### config.mk
export PLATFORM = sky130hd
export DESIGN_NAME = adc_poll_seq
export DESIGN_NICKNAME = d
export VERILOG_FILES = /design/src/rtl/adc_poll_seq.sv
export SDC_FILE = /design/constraint.sdc
export NUM_CORES = 1
export LEC_CHECK = 0
export ABC_AREA = 0
export BUFFER_PORTS_ARGS = -buffer_cell sky130_fd_sc_hd__buf_2
export CORE_MARGIN = 2
export CORE_UTILIZATION = 40
export DETAILED_ROUTE_END_ITERATION = 10
export PLACE_DENSITY_LB_ADDON = 0.08
export SLEW_MARGIN = 20
export SYNTH_ARGS = -nofsm -noshare
export SYNTH_HDL_FRONTEND = slang
export SYNTH_SLANG_ARGS = --single-unit
### constraint.sdc
create_clock -name clk -period 11.9 [get_ports clk]
set_input_delay 1.19 -clock clk [delete_from_list [all_inputs] [get_ports clk]]
set_output_delay 1.19 -clock clk [all_outputs]
set_load 0.03 [all_outputs]
### src/rtl/adc_poll_seq.sv
module adc_poll_seq #(
  parameter int GAP_CYCLES = 262140,
  parameter int DEB_CYCLES = 1048576,
  parameter int WIN_LOG2   = 4,
  parameter int VREF_MV    = 3300,
  parameter int MV_SHIFT   = 8,
  parameter logic [6:0] DEV_ADDR = 7'h48
) (
  input  logic        clk,
  input  logic        rst_n,
  input  logic [1:0]  sw,
  output logic        cmd_valid,
  input  logic        cmd_ready,
  output logic [2:0]  cmd_code,
  output logic [7:0]  cmd_wdata,
  input  logic        rd_valid,
  input  logic [7:0]  rd_data,
  input  logic        ack_error,
  output logic        poll_done,
  output logic        err_sticky,
  output logic [7:0]  avg_value,
  output logic [11:0] millivolts
);
  localparam int WIN    = 1 << WIN_LOG2;
  localparam int SUM_W  = 8 + WIN_LOG2;
  localparam int GAP_W  = $clog2(GAP_CYCLES);
  localparam int DEB_W  = $clog2(DEB_CYCLES);
  localparam int PROD_W = 8 + $clog2(VREF_MV + 1);
  localparam int MV_W   = PROD_W - MV_SHIFT;

  localparam logic [2:0] C_START = 3'd0, C_RESTART = 3'd1, C_WRITE = 3'd2,
                         C_READ = 3'd3, C_STOP = 3'd4;
  localparam logic [2:0] ST_STOP = 3'd6;

  typedef enum logic [1:0] {S_GAP, S_ISSUE, S_WAIT} state_t;

  state_t            state;
  logic [2:0]        step;
  logic [1:0]        sw_r, chan;
  logic [GAP_W-1:0]  gap_cnt;
  logic [DEB_W-1:0]  deb_cnt;
  logic [7:0]        win [WIN];
  logic [SUM_W-1:0]  sum;
  logic [PROD_W-1:0] prod;
  logic              step_is_write;

  always_comb begin
    cmd_wdata = 8'h00;
    case (step)
      3'd0: cmd_code = C_START;
      3'd1: begin cmd_code = C_WRITE; cmd_wdata = {DEV_ADDR, 1'b0}; end
      3'd2: begin cmd_code = C_WRITE; cmd_wdata = {6'b010000, chan}; end
      3'd3: cmd_code = C_RESTART;
      3'd4: begin cmd_code = C_WRITE; cmd_wdata = {DEV_ADDR, 1'b1}; end
      3'd5: cmd_code = C_READ;
      default: cmd_code = C_STOP;
    endcase
  end

  assign cmd_valid     = (state == S_ISSUE);
  assign step_is_write = (cmd_code == C_WRITE);

  always_ff @(posedge clk or negedge rst_n) begin
    if (!rst_n) begin
      deb_cnt <= '0;
      sw_r    <= 2'b00;
    end else if (deb_cnt == DEB_W'(DEB_CYCLES - 1)) begin
      deb_cnt <= '0;
      sw_r    <= sw;
    end else begin
      deb_cnt <= deb_cnt + 1'b1;
    end
  end

  always_ff @(posedge clk or negedge rst_n) begin
    if (!rst_n) begin
      state      <= S_GAP;
      step       <= 3'd0;
      gap_cnt    <= '0;
      chan       <= 2'b00;
      poll_done  <= 1'b0;
      err_sticky <= 1'b0;
    end else begin
      poll_done <= 1'b0;
      case (state)
        S_GAP: begin
          if (gap_cnt == GAP_W'(GAP_CYCLES - 1)) begin
            state     <= S_ISSUE;
            step      <= 3'd0;
            chan      <= sw_r;
            poll_done <= 1'b1;
          end else begin
            gap_cnt <= gap_cnt + 1'b1;
          end
        end
        S_ISSUE: if (cmd_ready) state <= S_WAIT;
        default: begin
          if (cmd_ready) begin
            if (step == ST_STOP) begin
              state   <= S_GAP;
              gap_cnt <= '0;
            end else if (step_is_write && ack_error) begin
              err_sticky <= 1'b1;
              step       <= ST_STOP;
              state      <= S_ISSUE;
            end else begin
              step  <= step + 1'b1;
              state <= S_ISSUE;
            end
          end
        end
      endcase
    end
  end

  always_ff @(posedge clk or negedge rst_n) begin
    if (!rst_n) begin
      for (int i = 0; i < WIN; i++) win[i] <= 8'h00;
    end else if (state == S_WAIT && cmd_ready && cmd_code == C_READ && rd_valid) begin
      win[0] <= rd_data;
      for (int i = 1; i < WIN; i++) win[i] <= win[i-1];
    end
  end

  always_comb begin
    sum = '0;
    for (int i = 0; i < WIN; i++) sum = sum + SUM_W'(win[i]);
  end

  assign avg_value  = sum[SUM_W-1:WIN_LOG2];
  assign prod       = PROD_W'(avg_value) * PROD_W'(VREF_MV);
  assign millivolts = 12'(prod[PROD_W-1:MV_SHIFT]);

  logic unused_mvw;
  assign unused_mvw = (MV_W == 0);
endmodule


Word-level counts from Yosys, hierarchy flattened --
Index checks and enable logic that the tools add are counted.
Word-level totals: input bits 15, register bits after elaboration 177, output and inout bits 34, word-level logic and storage cells 96
Cells by class: reductions and logical operators 15, muxes and demuxes 19, $add $sub $neg 18, equal/unequal tests 16, multipliers 1, bitwise logic cells 3
Operators by type and width (number):
- adder 12 x 8 -> 12 bit | 11
- two-way mux 18 bit | 3
- one-hot mux 18 bit (2 select lines) | 1
- one-hot mux 8 bit (3 select lines) | 1
- adder 20 x 1 -> 20 bit (second input constant) | 1
- equality test 20 bit (second input constant) | 1
- two-way mux 20 bit | 1
- adder 18 x 1 -> 18 bit (second input constant) | 1
- equality test 18 bit (second input constant) | 1
- multiplier 8 x 10 -> 18 bit (second input constant) | 1
- adder 11 x 8 -> 12 bit | 1
- equality test 3 x 2 -> 1 bit (second input constant) | 4
- two-way mux 3 bit | 4
- one-hot mux 3 bit (4 select lines) | 1
- AND reduction 4 bit | 3
- adder 10 x 8 -> 11 bit | 1
- adder 9 x 8 -> 10 bit | 1
- adder 8 x 8 -> 9 bit | 1
- equality test 3 bit (second input constant) | 3
- two-way mux 2 bit | 3
- one-hot mux 3 bit (2 select lines) | 1
- logical AND 1 bit | 4
- != test 2 x 1 -> 1 bit (second input constant) | 2
- != test 2 bit (second input constant) | 2
- other kinds (14) | 19

Longest topological paths before layout --
Gate-level depths: netlist (run 1).
word-level depth 16, depth in mapped cells 34, mapped depth without buffers 33

Worst setup path before layout (run 1) --
No wires, ideal clock.
kind register to output, start reg win[4] in the netlist's numbering, end out millivolts[11], required time 10710 ps, arrival time 9168 ps, setup slack 1542 ps, stages on the path, launching flop included 27, buffers on the path 0, path through dfrtp_1 > inv_1 > fa_1 > inv_1 > fa_1 > fa_1 > fa_1 > fa_1 > inv_1 > fa_1 > inv_1 > ha_1 > o211ai_1 > a22oi_1 > a31o_2 > xor2_1 > inv_1 > fa_1 > fa_1 > fa_1 > fa_1 > inv_1 > ha_1 > o211ai_1 > a21oi_1 > nor2_1 > a311oi_1
Between the ends: word-level cells in the longest chain between the ends 2
Ends and longest elaborated chain:
- start, declared | line 42 | logic [7:0] win [WIN];
- adder 12 x 8 -> 12 bit | line 127 | for (int i = 0; i < WIN; i++) sum = sum + SUM_W'(win[i]);
- named net avg_value[5] | line 21 | output logic [7:0] avg_value,
- multiplier 8 x 10 -> 18 bit | line 131 | assign prod = PROD_W'(avg_value) * PROD_W'(VREF_MV);
- end, declared | line 22 | output logic [11:0] millivolts
The timed path passes the listed nets, and every way through them passes these cells.

Final worst setup path (run 1) --
start reg win[4] in the netlist's numbering, end out millivolts[6]
Between the ends: word-level cells in the longest chain between the ends 2
Ends and longest elaborated chain (line):
- adder 12 x 8 -> 12 bit | 127
- multiplier 8 x 10 -> 18 bit | 131
Every way passes these cells.

==> results of run 1 <==
stage by stage:
stage | power (W) | utilization (%) | hold slack (ns)
6_report | 0.00171 | 44.9 | 0.476
5_1_grt | 0.00183 | 44.9 | 0.494
2_1_floorplan | 0.00103 | - | 0.437
4_1_cts | 0.00175 | 44.9 | 0.482
3_3_place_gp | 0.00116 | 42.8 | 0.460
3_5_place_dp | 0.00116 | 42.8 | 0.461
cell type report:
cell class              count  area share [%]
multi-input cells         643            48.5
flip-flops and latches    177            34.3
inverters                 232            6.74
well taps                 384            3.72
clock buffers              20            3.61
repair buffers             50            2.13
clock inverters            11           0.997
where the power goes:
part           leakage [nW]  internal (W)  switching [W]  total (W)
registers              2.39      0.000642      0.0000431   0.000685
clock network         0.295      0.000328       0.000245   0.000573
logic                  3.88      0.000164       0.000291   0.000455
synth_stat cells (all sizes together) (2+ instances only):
cell type and count:
a2111oi 2, a211oi 2, a21o 6, a21oi 22, a22o 2, and2 5
and3 10, and4 6, buf 21, clkbuf 12, dfrtp 177, fa 124
ha 63, inv 232, mux2 72, nand2 88, nand2b 2, nand3 16
nand3b 3, nand4 7, nor2 42, nor2b 6, nor3 7, nor4 2
o211ai 3, o21a 3, o21ai 74, o21bai 3, o31ai 3, or3 4
or4 2, xnor2 26, xor2 21
worst max-delay path by stage:
stage,slack [ns],endpoint,cells past startpoint
detailed placement,1.58,millivolts[11],27
global placement,1.67,millivolts[6],28
global route,0.54,millivolts[8],29
CTS,1.06,millivolts[11],27
finish,1.13,millivolts[6],28
floorplan,1.54,millivolts[11],26
sequential cells by signal, indices dropped and copies added, names as in the netlist:
signal      cells
chan            2
sw_r            2
poll_done       1
gap_cnt        18
win           128
state           2
deb_cnt        20
err_sticky      1
step            3
tightest hold or removal path, stage by stage, from the launching register on:
cell and delay (ns):
dfrtp_1 0.34, nand2_1 0.04, o21ai_0 0.06
metal layers:
layer	global-route usage [%]	wire length [um]
met1	22.4	10600
met2	22.7	9290
met3	2.76	557
met4	3.65	204
met5	0	0
logic make-up (layout without fill, tap and decap cells):
kind of cell | count (synthesis) | count (layout) | synth area share [%]
buffers and inverters | 265 | 313 | 8.85
and+or+nand+nor | 203 | 203 | 8.35
adders and majority gates | 187 | 187 | 27.9
DFF | 177 | 177 | 37.8
AOI/OAI and AO/OA | 131 | 131 | 6.65
muxes | 72 | 72 | 6.92
xor gates and xnor gates | 47 | 47 | 3.51
other | 1 | 3 | 0.0320
==> flow_summary_export.csv, run 1 <==
group,metric,value,unit
clocking,clk_pin_slew,0.07,ns
floorplan,die-area,0.0307,sq mm
logic_synthesis,synth_area_leader_cell,"dfrtp_1",
timing,slew_viol_final,0,
clocking,cts.htree.levels,4,
finish,drive_gt1_share,14.9,%
finish,regArea,0.00443,sq mm
pwr,power_density,133,mW/mm^2
logic_synthesis,yosysUniqueCellTypes,60,
timing,slew_headroom,37.9,%
clocking,cts_inserted_buffers,17,
route,detail_route.wl_per_cell,13.6,um
clocking,clkSinkCount,177,
timing,tightest_slew,0.932,ns
critical_path,slowest_delay,0.61,ns
critical_path,cp_max_fo,7,
route,vias,6970,
global_routing,grt_pass1_wl,37100,um
place,dpl.hpwl,15500,um
logic_synthesis,yosysWarnings,0,
global_routing,antenna_found_initial,0,
clocking,cts_tree,"built",
floorplan,die_w,175,um
logic_synthesis,post_synth.cell_area_avg,10.8,sq um
clocking,cts_max_path_buffers,2,
timing,setup_viol_count_final,0,
finish,mostFrequentLayoutCells,"inv_1, dfrtp_1, fa_1",
clocking,cts_setup_buffers,0,
critical_path,critPathKind,"register to primary output",
logic_synthesis,netlist_area,0.0117,sq mm
global_routing,grt_pass1_vias,7320,
pwr,power.leakage,6.56,nW
finish,diodes,0,
run_status,status,"finished clean",
route,via_per_inst,4.59,
timing,period_share,90.5,%
floorplan,coreArea,0.0288,sq mm
hold_path,hp-class,"register to register",
run,cap_violations,0,
critical_path,critPathRequiredTime,10.71,ns
route,ant_nets,0,
logic_synthesis,ys_ff_latch,177,
clocking,cts_resized,0,
floorplan,io_pins,49,
timing,fmax,92.8,MHz
timing,setup_slack,1.13,ns
floorplan,fp.dieH,175,um
global_routing,grt.total_usage,15.0,%
critical_path,crit_buf_inv,7,
hold_path,min_to,"win[90]",
timing,grt_setup_unrepaired,"false",
route,drt-pass1-iter-count,4,
route,wirelength,20700,um
pwr,peakVddDrop,152,uV
critical_path,cpMostUsedCell,"fa_1",
timing,finClkSkew,0.00796,ns
finish,layout_commonest_cell,"inv_1",
floorplan,num_rows,62,
place,dpl.cell_count,1486,
clocking,clk_latency,0.43,ns
global_routing,gr-total-overflow,0,
route,drc,0,
finish,nets,1323,
global_routing,grt_max_degree,109,
place,post_dp_cell_area,0.0123,sq mm
hold_path,hold_start,"win[90]",
timing,finalHoldViolCount,0,
critical_path,cp-start-kind,"register",
critical_path,critical-path-top-delay-family,"adder cells",
finish,instances_no_fill,1517,
logic_synthesis,synthFlopType,"dfrtp_1",
finish,multiInputGateArea,0.00627,sq mm
timing,setup_tns,0,ns
place,pre_cts_ws,1.58,ns
hold_path,whs_path_depth,2,
finish,fin_area,0.0129,sq mm
place,port_buffers,45,
route,drt_iter0_drc,252,
logic_synthesis,synth-edff-count,0,
critical_path,crit_arrival,9.58,ns
clocking,cts_hold_buf,0,
critical_path,r2r_cells,8,
logic_synthesis,synth_top_area_share,37.8,%
critical_path,cp-startpoint,"win[4]",
finish,num-fill-cells,2698,
critical_path,slowest_stage,"fa_1",
floorplan,initial_core_util,40.7,%
clocking,clockRootBuffer,"clkbuf_16",
critical_path,reg2reg_slack,8.55,ns
logic_synthesis,synth_cells,1083,
critical_path,reg2reg_to,"win[49]",
critical_path,rr_startpoint,"step[0]",
place,place_congestion,0.757,
logic_synthesis,async_flop_share,100,%
logic_synthesis,yosysSeqAreaShare,37.8,%
finish,syn2layout_area_growth,10.2,%
timing,layout_min_cycle_time,10.77,ns
critical_path,cp-end-kind,"primary output",
logic_synthesis,synth_area_leaders,"dfrtp_1, fa_1, inv_1, mux2_2, ha_1",
Note: power is estimated with default switching activity, not from simulation.
==> inputs of run 2 (changes only) <==
PLACE_DENSITY = 0.53   (was not set)
PLACE_DENSITY_LB_ADDON = not set   (was 0.08)
==> flow_summary_export.csv, run 2 (synthesized netlist as in run 1, its figures left out) <==
group,metric,value,unit
global_routing,gr-total-overflow,0,
timing,layout_min_cycle_time,10.77,ns
clocking,cts_max_path_buffers,2,
finish,diodes,0,
floorplan,die_w,175,um
timing,fmax,92.9,MHz
hold_path,hold_start,"deb_cnt[10]",
global_routing,grt_pass1_vias,7491,
finish,fin_area,0.0129,sq mm
route,ant_nets,0,
clocking,cts_tree,"built",
place,dpl.hpwl,15500,um
timing,setup_viol_count_final,0,
place,place_congestion,0.778,
finish,drive_gt1_share,14.9,%
pwr,power_density,133,mW/mm^2
place,port_buffers,45,
finish,reg.largest.list,"win (128), deb_cnt (20), gap_cnt (18)",
floorplan,initial_core_util,40.7,%
critical_path,reg2reg_to,"win[123]",
floorplan,io_pins,49,
route,wirelength,20200,um
critical_path,slowest_stage,"fa_1",
critical_path,critPathKind,"register to primary output",
critical_path,r2r_cells,8,
critical_path,rr_startpoint,"step[0]",
finish,regMostFlops,"win",
finish,final_util,44.9,%
timing,tightest_slew,0.992,ns
finish,largest_reg_flops,128,
global_routing,grt_pass1_wl,36800,um
clocking,clkSinkCount,177,
route,drc,0,
critical_path,crit_buf_inv,7,
timing,setup_tns,0,ns
clocking,cts_inserted_buffers,17,
clocking,cts.htree.levels,4,
critical_path,crit_arrival,9.58,ns
critical_path,critical-path-top-delay-family,"adder cells",
clocking,clk_latency,0.43,ns
critical_path,slowest_delay,0.60,ns
route,drt-pass1-iter-count,4,
route,via_per_inst,4.62,
timing,period_share,90.5,%
critical_path,critPathRequiredTime,10.71,ns
hold_path,hp-class,"register to register",
critical_path,cp-start-kind,"register",
clocking,clockRootBuffer,"clkbuf_16",
global_routing,grt_max_degree,103,
global_routing,grt.total_usage,14.9,%
pwr,p_total,0.00172,W
hold_path,min_to,"deb_cnt[10]",
clocking,cts_hold_buf,0,
critical_path,reg2reg_slack,8.42,ns
route,drt_iter0_drc,218,
floorplan,die-area,0.0307,sq mm
finish,layout_commonest_cell,"inv_1",
clocking,clk_pin_slew,0.07,ns
place,post_dp_cell_area,0.0123,sq mm
finish,syn2layout_area_growth,10.3,%
critical_path,cp_max_fo,7,
pwr,power.leakage,6.55,nW
run,cap_violations,0,
timing,finClkSkew,0.0104,ns
finish,nets,1323,
timing,slew_viol_final,0,
floorplan,num_rows,62,
finish,mostFrequentLayoutCells,"inv_1, dfrtp_1, fa_1",
timing,slew_headroom,33.9,%
route,vias,7014,
global_routing,antenna_found_initial,0,
timing,grt_setup_unrepaired,"false",
pwr,peakVddDrop,116,uV
run_status,status,"finished clean",
floorplan,fp.dieH,175,um
hold_path,whs_path_depth,1,
critical_path,cpMostUsedCell,"fa_1",
critical_path,cp-end-kind,"primary output",
clocking,cts_setup_buffers,0,
clocking,cts_resized,0,
route,detail_route.wl_per_cell,13.3,um
floorplan,coreArea,0.0288,sq mm
timing,finalHoldViolCount,0,
-- run 2: worst max path at each step --
stage                 from              to  depth (start not counted)
floorplan           win[4]  millivolts[11]                         26
finish              win[3]   millivolts[6]                         28
global placement    win[4]   millivolts[6]                         28
detailed placement  win[4]  millivolts[11]                         27
CTS                 win[4]  millivolts[11]                         27
global route        win[3]   millivolts[6]                         28
-- run 2: cell type report --
type                    instances  area (sq um)
inverters                     232           871
repair buffers                 50           272
clock inverters                11           153
flip-flops and latches        177          4430
clock buffers                  20           457
multi-input cells             643          6270
fillers                      2699         15800
well taps                     384           480
-- run 2: power breakdown --
group / leakage (nW) / internal (W) / switching (W)
clock: 0.290 / 0.000343 / 0.000241
sequential: 2.39 / 0.000642 / 0.0000432
combinational: 3.87 / 0.000164 / 0.000291
-- run 2: per-layer routing --
metal	wire length [um]	GRT usage, %	up-vias	share of wire, %
li1	-	-	3474	-
met1	10100	21.1	3460	50
met2	9380	23.4	68	46
met3	593	3.09	12	2.9
met4	192	4.03	0	0.95
met5	0	0	-	0
-- run 2: metrics by stage --
stage	instances	setup slack (ns)	hold WS (ns)
after global routing	1517	0.537	0.500
after global placement	1486	1.68	0.461
after CTS	1517	1.02	0.481
after floorplan	1085	1.54	0.437
final	1517	1.13	0.477
after detailed placement	1486	1.55	0.466
==> inputs of run 3 (changes only) <==
PLACE_DENSITY = 0.65   (was 0.53)
clock period = 13.2 ns   (was 11.9 ns; I/O delays follow)
==> flow_summary_export.csv, run 3 (synthesized netlist as in run 1, its figures left out) <==
group,metric,value,unit
run_status,status,"finished clean",
finish,syn2layout_area_growth,10.4,%
route,via_per_inst,4.65,
clocking,clkSinkCount,177,
critical_path,crit_arrival,9.66,ns
pwr,power.leakage,6.55,nW
critical_path,cpMostUsedCell,"fa_1",
finish,drive_gt1_share,14.9,%
clocking,clockRootBuffer,"clkbuf_16",
pwr,p_total,0.00158,W
finish,layout_commonest_cell,"inv_1",
pwr,sequentialPowerShare,39.3,%
timing,finClkSkew,0.0111,ns
place,place_congestion,0.766,
finish,diodes,0,
pwr,power_density,122,mW/mm^2
finish,largest_reg_flops,128,
finish,regMostFlops,"win",
critical_path,cp-start-kind,"register",
critical_path,critPathKind,"register to primary output",
clocking,clk_latency,0.43,ns
timing,tightest_slew,0.965,ns
finish,final_util,44.9,%
place,port_buffers,45,
critical_path,critPathRequiredTime,11.88,ns
pwr,p_switching,0.000529,W
timing,slew_viol_final,0,
floorplan,die-area,0.0307,sq mm
finish,nets,1320,
clocking,cts_resized,0,
finish,mostFrequentLayoutCells,"inv_1, dfrtp_1, fa_1",
critical_path,slowest_delay,0.58,ns
pwr,swShare,33.6,%
global_routing,grt_max_degree,104,
clocking,cts_setup_buffers,0,
place,dpl.hpwl,14900,um
floorplan,coreArea,0.0288,sq mm
global_routing,grt.total_usage,14.4,%
global_routing,gr-total-overflow,0,
timing,setup_tns,0,ns
critical_path,cp-end-kind,"primary output",
clocking,cts_hold_buf,0,
route,drt_iter0_drc,268,
global_routing,antenna_found_initial,0,
clocking,cts.htree.levels,4,
pwr,peakVddDrop,94.4,uV
route,vias,7044,
route,drt-pass1-iter-count,6,
floorplan,fp.dieH,175,um
route,detail_route.wl_per_cell,13.0,um
critical_path,slowest_stage,"fa_1",
clocking,clk_pin_slew,0.07,ns
pwr,power_frac_clock,34.4,%
finish,reg.largest.list,"win (128), deb_cnt (20), gap_cnt (18)",
timing,fmax,91.1,MHz
clocking,cts_inserted_buffers,17,
hold_path,hp-class,"register to register",
floorplan,die_w,175,um
floorplan,num_rows,62,
run,cap_violations,0,
route,ant_nets,0,
timing,setup_viol_count_final,0,
clocking,cts_tree,"built",
timing,layout_min_cycle_time,10.98,ns
clocking,cts_max_path_buffers,2,
route,wirelength,19800,um
timing,period_share,83.2,%
pwr,comb_power_share,26.3,%
timing,finalHoldViolCount,0,
route,drc,0,
critical_path,cp_max_fo,7,
global_routing,grt_pass1_vias,7490,
timing,slew_headroom,35.7,%
pwr,intPower,0.00105,W
global_routing,grt_pass1_wl,35900,um
floorplan,io_pins,49,
place,pre_cts_ws,2.65,ns
floorplan,initial_core_util,40.7,%
timing,grt_setup_unrepaired,"false",
timing,setup_slack,2.22,ns
[run 3: cell count changes in the layout (fill, tap and decap cells not counted), sizes merged]
| cell | before | now |
|---|---|---|
| clkinvlp | 3 | 1 |
| clkbuf | 21 | 17 |
| bufinv | 3 | 4 |
| buf | 49 | 47 |
| clkinv | 2 | 6 |
| inv | 235 | 236 |
[run 3: layer usage]
metal | vias to the layer above | track usage, % | wire length (um)
li1 | 3467 | - | -
met1 | 3498 | 19.8 | 9490
met2 | 61 | 23.7 | 9610
met3 | 18 | 2.20 | 394
met4 | 0 | 3.92 | 273
met5 | - | 0 | 0
[run 3: worst max-delay path: cells and delay by family (launching register included)]
kind	cells	cell delay, ns
XOR/XNOR	2	0.62
buffers and inverters	7	0.64
AND/OR/NAND/NOR	2	0.53
adder cells (fa/ha/maj)	12	6.11
AO/OA/AOI/OAI	5	1.00
flip-flops	1	0.35
[run 3: final timing paths]
check	from	to	slack, ns	cells past startpoint
worst max-delay path	win[4]	millivolts[6]	2.22	28
worst min-delay path	deb_cnt[19]	deb_cnt[19]	0.47	1
worst max register to register	step[0]	win[44]	9.70	7
worst min register to register	deb_cnt[19]	deb_cnt[19]	0.47	1
max in group asynchronous	rst_n	win[82]	10.92	2
min in group asynchronous	rst_n	deb_cnt[15]	0.97	1
[run 3: per-stage QoR]
stage,cell area [sq um],hold slack (ns),instances
floorplan,11700,0.437,1085
global placement,12300,0.460,1483
detailed placement,12300,0.461,1483
CTS,12900,0.478,1515
global route,12900,0.486,1515
finish,12900,0.470,1515
[run 3: final cells by class]
| type | count | area [sq um] |
|---|---|---|
| Fill cell | 2669 | 15800 |
| Multi-Input combinational cell | 643 | 6270 |
| Sequential cell | 177 | 4430 |
| Inverter | 232 | 871 |
| Tap cell | 384 | 480 |
| Clock buffer | 17 | 425 |
| Timing Repair Buffer | 47 | 250 |
| Clock inverter | 15 | 206 |
[run 3: power by group through the flow]
| stage | sequential [W] | clock (W) | combinational [W] |
|---|---|---|---|
| after floorplan | 0.000620 | 0 | 0.000311 |
| after global placement | 0.000627 | 0 | 0.000411 |
| after detailed placement | 0.000629 | 0 | 0.000420 |
| after CTS | 0.000619 | 0.000557 | 0.000421 |
| after global routing | 0.000625 | 0.000579 | 0.000467 |
| final | 0.000619 | 0.000543 | 0.000414 |
